===== src/rtl/ckgen_pkg.sv =====
package ckgen_pkg;

    typedef enum logic [1:0] {
        PH_IDLE = 2'd0,
        PH_HIGH = 2'd1,
        PH_LOW  = 2'd2
    } phase_e;

endpackage


===== src/rtl/ckgen_btn_cond.sv =====
module ckgen_btn_cond #(
    parameter int DEB_CYCLES = 16000
) (
    input  logic clk,
    input  logic rst_n,
    input  logic btn_raw,
    output logic press
);
    localparam int CW = $clog2(DEB_CYCLES + 1);

    logic [1:0]    sync_q;
    logic          stable_q;
    logic [CW-1:0] cnt_q;
    logic          press_q;

    always_ff @(posedge clk or negedge rst_n) begin
        if (!rst_n) begin
            sync_q   <= '0;
            stable_q <= 1'b0;
            cnt_q    <= '0;
            press_q  <= 1'b0;
        end else begin
            sync_q  <= {sync_q[0], btn_raw};
            press_q <= 1'b0;
            if (sync_q[1] == stable_q) begin
                cnt_q <= '0;
            end else if (cnt_q == CW'(DEB_CYCLES - 1)) begin
                stable_q <= sync_q[1];
                cnt_q    <= '0;
                press_q  <= sync_q[1];
            end else begin
                cnt_q <= cnt_q + 1'b1;
            end
        end
    end

    assign press = press_q;

    // an accepted press is a single-cycle event
    a_r8_press_single: assert property (@(posedge clk) disable iff (!rst_n)
        press_q |=> !press_q);

    // a press pulse only accompanies a filtered level that is high
    a_r7_press_level: assert property (@(posedge clk) disable iff (!rst_n)
        press_q |-> stable_q);

endmodule


===== src/rtl/ckgen_rate_map.sv =====
module ckgen_rate_map #(
    parameter int SEL_W    = 5,
    parameter int MIN_HALF = 8,
    parameter int MAX_SEL  = 20,
    parameter int HALF_W   = 24
) (
    input  logic [SEL_W-1:0]  sel,
    output logic [HALF_W-1:0] half_cycles
);
    logic [SEL_W-1:0] sel_eff;

    always_comb begin
        sel_eff     = (sel > SEL_W'(MAX_SEL)) ? SEL_W'(MAX_SEL) : sel;
        half_cycles = HALF_W'(MIN_HALF) << sel_eff;
    end

endmodule


===== src/rtl/ckgen_phase_timer.sv =====
module ckgen_phase_timer #(
    parameter int HALF_W = 24
) (
    input  logic              clk,
    input  logic              rst_n,
    input  logic              restart,
    input  logic              run,
    input  logic [HALF_W-1:0] limit,
    output logic              done
);
    logic [HALF_W-1:0] cnt_q;

    always_ff @(posedge clk or negedge rst_n) begin
        if (!rst_n)       cnt_q <= '0;
        else if (restart) cnt_q <= '0;
        else if (run)     cnt_q <= cnt_q + 1'b1;
    end

    assign done = run && (cnt_q == limit - 1'b1);

    // the phase counter never runs past the programmed half period
    a_r2_cnt_bound: assert property (@(posedge clk) disable iff (!rst_n)
        (run && !restart) |=> (!run || cnt_q < limit));

endmodule


===== src/rtl/ckgen_cpu_clock.sv =====
module ckgen_cpu_clock
    import ckgen_pkg::*;
#(
    parameter int SEL_W      = 5,
    parameter int MIN_HALF   = 8,
    parameter int MAX_SEL    = 20,
    parameter int DEB_CYCLES = 16000
) (
    input  logic             clk_ref,
    input  logic             rst_n,
    input  logic [SEL_W-1:0] speed_sel,
    input  logic             manual_mode,
    input  logic             step_btn,
    output logic             cpu_clk
);
    localparam int HALF_W = $clog2(MIN_HALF) + MAX_SEL + 1;

    phase_e            phase_q, phase_d;
    logic [SEL_W-1:0]  act_sel_q;
    logic [HALF_W-1:0] act_half;
    logic              phase_done;
    logic              press;
    logic              load_cfg;
    logic              restart;
    logic              run;
    logic              cpu_clk_q;

    ckgen_btn_cond #(.DEB_CYCLES(DEB_CYCLES)) u_btn (
        .clk     (clk_ref),
        .rst_n   (rst_n),
        .btn_raw (step_btn),
        .press   (press)
    );

    ckgen_rate_map #(
        .SEL_W(SEL_W), .MIN_HALF(MIN_HALF), .MAX_SEL(MAX_SEL), .HALF_W(HALF_W)
    ) u_rate (
        .sel         (act_sel_q),
        .half_cycles (act_half)
    );

    ckgen_phase_timer #(.HALF_W(HALF_W)) u_timer (
        .clk     (clk_ref),
        .rst_n   (rst_n),
        .restart (restart),
        .run     (run),
        .limit   (act_half),
        .done    (phase_done)
    );

    always_comb begin
        phase_d = phase_q;
        unique case (phase_q)
            PH_IDLE: if (!manual_mode || press) phase_d = PH_HIGH;
            PH_HIGH: if (phase_done)            phase_d = PH_LOW;
            PH_LOW:  if (phase_done)            phase_d = manual_mode ? PH_IDLE : PH_HIGH;
            default:                            phase_d = PH_IDLE;
        endcase
    end

    assign load_cfg = (phase_q == PH_IDLE) || (phase_q == PH_LOW && phase_done);
    assign restart  = (phase_d != phase_q);
    assign run      = (phase_q != PH_IDLE);

    // state register and latched rate
    always_ff @(posedge clk_ref or negedge rst_n) begin
        if (!rst_n) begin
            phase_q   <= PH_IDLE;
            act_sel_q <= '0;
        end else begin
            phase_q <= phase_d;
            if (load_cfg) act_sel_q <= speed_sel;
        end
    end

    // registered output
    always_ff @(posedge clk_ref or negedge rst_n) begin
        if (!rst_n) cpu_clk_q <= 1'b0;
        else        cpu_clk_q <= (phase_d == PH_HIGH);
    end

    assign cpu_clk = cpu_clk_q;

    // a high phase holds until its timer expires
    a_r2_high_holds: assert property (@(posedge clk_ref) disable iff (!rst_n)
        (phase_q == PH_HIGH && !phase_done) |=> cpu_clk);

    // a low phase is never cut short
    a_r4_low_holds: assert property (@(posedge clk_ref) disable iff (!rst_n)
        (phase_q == PH_LOW && !phase_done) |=> !cpu_clk);

    // the rate is only adopted in IDLE or at the end of a low phase
    a_r4_cfg_stable: assert property (@(posedge clk_ref) disable iff (!rst_n)
        (phase_q != PH_IDLE && !(phase_q == PH_LOW && phase_done)) |=> $stable(act_sel_q));

    // a resting hand-stepped output does not rise without a press
    a_r6_idle_quiet: assert property (@(posedge clk_ref) disable iff (!rst_n)
        (phase_q == PH_IDLE && manual_mode && !press) |=> !cpu_clk);

endmodule


===== config.mk =====
export PLATFORM = sky130hd
export DESIGN_NAME = ckgen_cpu_clock
export DESIGN_NICKNAME = d
export VERILOG_FILES = /design/src/rtl/ckgen_pkg.sv /design/src/rtl/ckgen_btn_cond.sv /design/src/rtl/ckgen_rate_map.sv /design/src/rtl/ckgen_phase_timer.sv /design/src/rtl/ckgen_cpu_clock.sv
export SDC_FILE = /design/constraint.sdc
export NUM_CORES = 1
export LEC_CHECK = 0
export BUFFER_PORTS_ARGS = -buffer_cell sky130_fd_sc_hd__buf_2
export CORE_MARGIN = 10
export CORE_UTILIZATION = 67
export CTS_CLUSTER_SIZE = 12
export DETAILED_ROUTE_END_ITERATION = 7
export GPL_TIMING_DRIVEN = 0
export PLACE_DENSITY = 0.92
export SLEW_MARGIN = 15
export SYNTH_ARGS = -nofsm -noshare
export SYNTH_HDL_FRONTEND = slang
export SYNTH_SLANG_ARGS = --single-unit

===== constraint.sdc =====
create_clock -name clk_ref -period 6.15 [get_ports clk_ref]
set_input_delay 0.3075 -clock clk_ref [delete_from_list [all_inputs] [get_ports clk_ref]]
set_output_delay 0.3075 -clock clk_ref [all_outputs]
set_load 0.01 [all_outputs]

==> impl_metrics.yaml <==
cells_and_area:
  area.growth.synth_to_final_pct: 7.42
  final_common_cell: "dfrtp_1"
  diodes: 0
  final_cell_mix: "50 x dfrtp_1, 36 x nand2_1, 33 x nor2_1, 30 x nor3_1, 28 x xnor2_1"
  drive_above_1_share_pct: 11.1
  final_nets: 408
global_routing:
  grt-ovfl-total: 0
  grt_pass1_wl_um: 13600
  grt_start_max_net_pins: 51
  grt_pass1_vias: 2903
  grt_util_all_layers_pct: 19.7
  antenna_found_initial: 0
worst_setup_path:
  startpoint_type: "register"
  cpPeakStageDelay_ns: 0.59
  worstSetupPathType: "register to register"
  endpoint_kind: "register"
  critPathBufInv: 4
  crit_chain: "buf_4 > nor2_2 > nand3b_1 > ha_1 > buf_2 > clkbuf_1 > a21boi_0 > a211oi_1 > xnor2_1 > or4b_4 > nor4b_4 > buf_6 > nor3_1"
  cp_top_family: "simple AND/OR/NAND/NOR gates"
  cp_max_fo: 10
  required_ns: 6.34
  worstPathArrival_ns: 4.20
  cpMaxStageDelayCell: "nor4b_4"
detailed_routing:
  vias: 3007
  m1WireLength_um: 3520
  via_per_inst: 6.48
  top_layer: "met4"
  avgRoutedWirePerCell_um: 17.6
  dr.pass1.iters: 5
  wl_met2_um: 3820
  drt_wl_total_um: 8180
  drt_iter0_drc: 311
  antenna_left: 0
  drc_errors: 0
  wl_met3_um: 642
floorplan:
  boundaryPins: 10
  dieHeight_um: 90.8
  rows: 25
  fp.dieW_um: 90.8
  die_area_um2: 8240
  floorplan.initialDensity_pct: 70.1
  core_area_um2: 4790
logic_synthesis:
  syn_area_um2: 3360
  synth_cell_types: 66
  yosys_warnings: 0
  avgSynthCellArea_um2: 8.83
  synth-seq-cells: 50
  netlist_instances: 380
  synth.net_count: 392
  synth_edf_count: 0
  synthFlopType: "dfrtp_1"
  ys_seq_area_share_pct: 37.3
  synthArstFlopShare_pct: 100
place:
  hpwlAfterDp_um: 6040
  port-buffer-count: 9
  gp_congestion: 0.968
timing:
  tightest_slew_ns: 0.968
  hold_ws_ns: -0.0117
  layout_min_cycle_time_ns: 4.00
  tns_ns: 0
  maxSlewViolCount: 0
  setup_viol: 0
  hold_violations: 3
  rsz0062_at_grt: "false"
  timing.final.crit_share_pct: 65.1
  max_freq_mhz: 250
  finClkSkew_ns: 0.00523
  slew-limit-headroom_pct: 35.3
clocking:
  clkSinkCount: 50
  cts_tree: "built"
  insertion_delay_ns: 0.32
  clk_pin_slew_ns: 0.10
  clock_path_buffers: 2
  numCtsBuffers: 5
  post_cts_resized: 0
  cts_setup_buffers: 0
  cts_root_buf: "clkbuf_8"
  htreeDepth: 2
  ctsHoldBuffers: 0
power:
  p_comb_share_pct: 11.2
  internal_power_uw: 502
  ir_drop_v: 0.000139
  switching_share_pct: 27.3
  p_leak_uw: 0.00138
  p_switching_uw: 189
  powerDensity_nw_per_um2: 192
  p_seq_share_pct: 53.3
  clkPwrFrac_pct: 35.4
flow_run:
  cap_violations: 0
outcome:
  violations: "hold timing"
  status: "finished with violations"
min_path:
  hp-class: "primary input to asynchronous set/reset pin"
==> registers in the layout, summed over array words and instances, names as in the netlist <==
name,flops
act_sel_q,5
cpu_clk,1
phase_q,2
u_btn.cnt_q,14
u_btn.press,1
u_btn.stable_q,1
u_btn.sync_q,2
u_timer.cnt_q,24
==> Yosys cell counts (3+ instances only) <==
master	count	share of area (%)
o21a_1	3	0.67
nand2_1	36	4.0
o31ai_1	6	1.3
buf_2	7	1.0
nor3_1	30	4.5
a21oi_1	9	1.3
a211oi_1	4	0.89
nor2b_1	4	0.75
ha_1	3	1.1
nand2b_1	5	0.93
nand3_1	11	1.6
or4_1	3	0.67
nor2_2	3	0.56
nor4b_1	3	0.78
nor2_1	33	3.7
or4b_2	3	0.89
xnor2_1	28	7.3
nand4_1	9	1.7
and3_1	6	1.1
o21ai_0	10	1.5
or3_1	3	0.56
clkbuf_1	12	1.3
and2_1	6	1.1
dfrtp_1	50	37
nor3b_1	4	0.89
o221ai_1	5	1.3
xor2_1	16	4.2
nor4_1	6	1.1
inv_1	14	1.6
and4_1	3	0.78
==> worst paths after layout <==
kind	from	end	slack (ns)	cells past startpoint
setup / recovery	act_sel_q[2]	u_timer.cnt_q[5]	2.15	13
hold / removal	rst_n	act_sel_q[1]	-0.01	1
setup reg to reg	act_sel_q[2]	u_timer.cnt_q[5]	2.15	13
hold reg to reg	u_btn.sync_q[0]	u_btn.sync_q[1]	0.36	0
max in group asynchronous	rst_n	u_btn.cnt_q[9]	5.72	1
min in group clk_ref	step_btn	u_btn.sync_q[0]	0.09	1
==> power groups by stage <==
| stage | combinational, uW | clock (uW) | sequential (uW) |
|---|---|---|---|
| floorplan | 55.9 | 0 | 366 |
| CTS | 77.2 | 247 | 368 |
| global route | 85.5 | 259 | 369 |
| detailed placement | 76.7 | 0 | 374 |
| global placement | 73.1 | 0 | 371 |
| finish | 77.6 | 245 | 369 |
==> worst register-to-register path, stage by stage, from the launching register on <==
cell,delay (ns)
dfrtp_1,0.38
buf_4,0.17
nor2_2,0.32
nand3b_1,0.16
ha_1,0.24
buf_2,0.18
clkbuf_1,0.26
a21boi_0,0.19
a211oi_1,0.32
xnor2_1,0.21
or4b_4,0.58
nor4b_4,0.59
buf_6,0.23
nor3_1,0.06
==> final cells by class <==
type	count	area [um^2]
Sequential cell	50	1250
Clock inverter	3	48.8
Fill cell	352	1180
Multi-Input combinational cell	293	1930
Buffer	23	118
Timing Repair Buffer	9	47.5
Inverter	14	52.6
Clock buffer	5	68.8
Tap cell	67	83.8
==> metal layers <==
metal / vias up / GRT usage (%)
li1: 1401 / -
met1: 1456 / 25.8
met2: 127 / 30.8
met3: 23 / 4.32
met4: 0 / 7.96
met5: - / 0
==> kinds of logic after synthesis <==
family	count (synthesis)	share of synthesized area, %
AND/OR/NAND/NOR	180	30.1
buffers and inverters	37	5.07
adder cells (fa/ha/maj)	3	1.12
AO/OA/AOI/OAI	63	14.0
flip-flops	50	37.3
XOR/XNOR	44	11.5
multiplexers	3	0.969
==> through the flow <==
step                      worst slack (ns)  total power (uW)  cell area (um^2)  utilization [%]  instances
after CTS                             2.23               692              3600             75.3        464
after detailed placement              2.24               451              3480             72.8        456
after floorplan                       2.84               422              3360                -        380
after global placement                2.34               444              3480             72.8        456
final                                 2.15               691              3600             75.3        464
after global routing                  1.95               714              3600             75.3        464
Power figures use the tool's default switching activity.
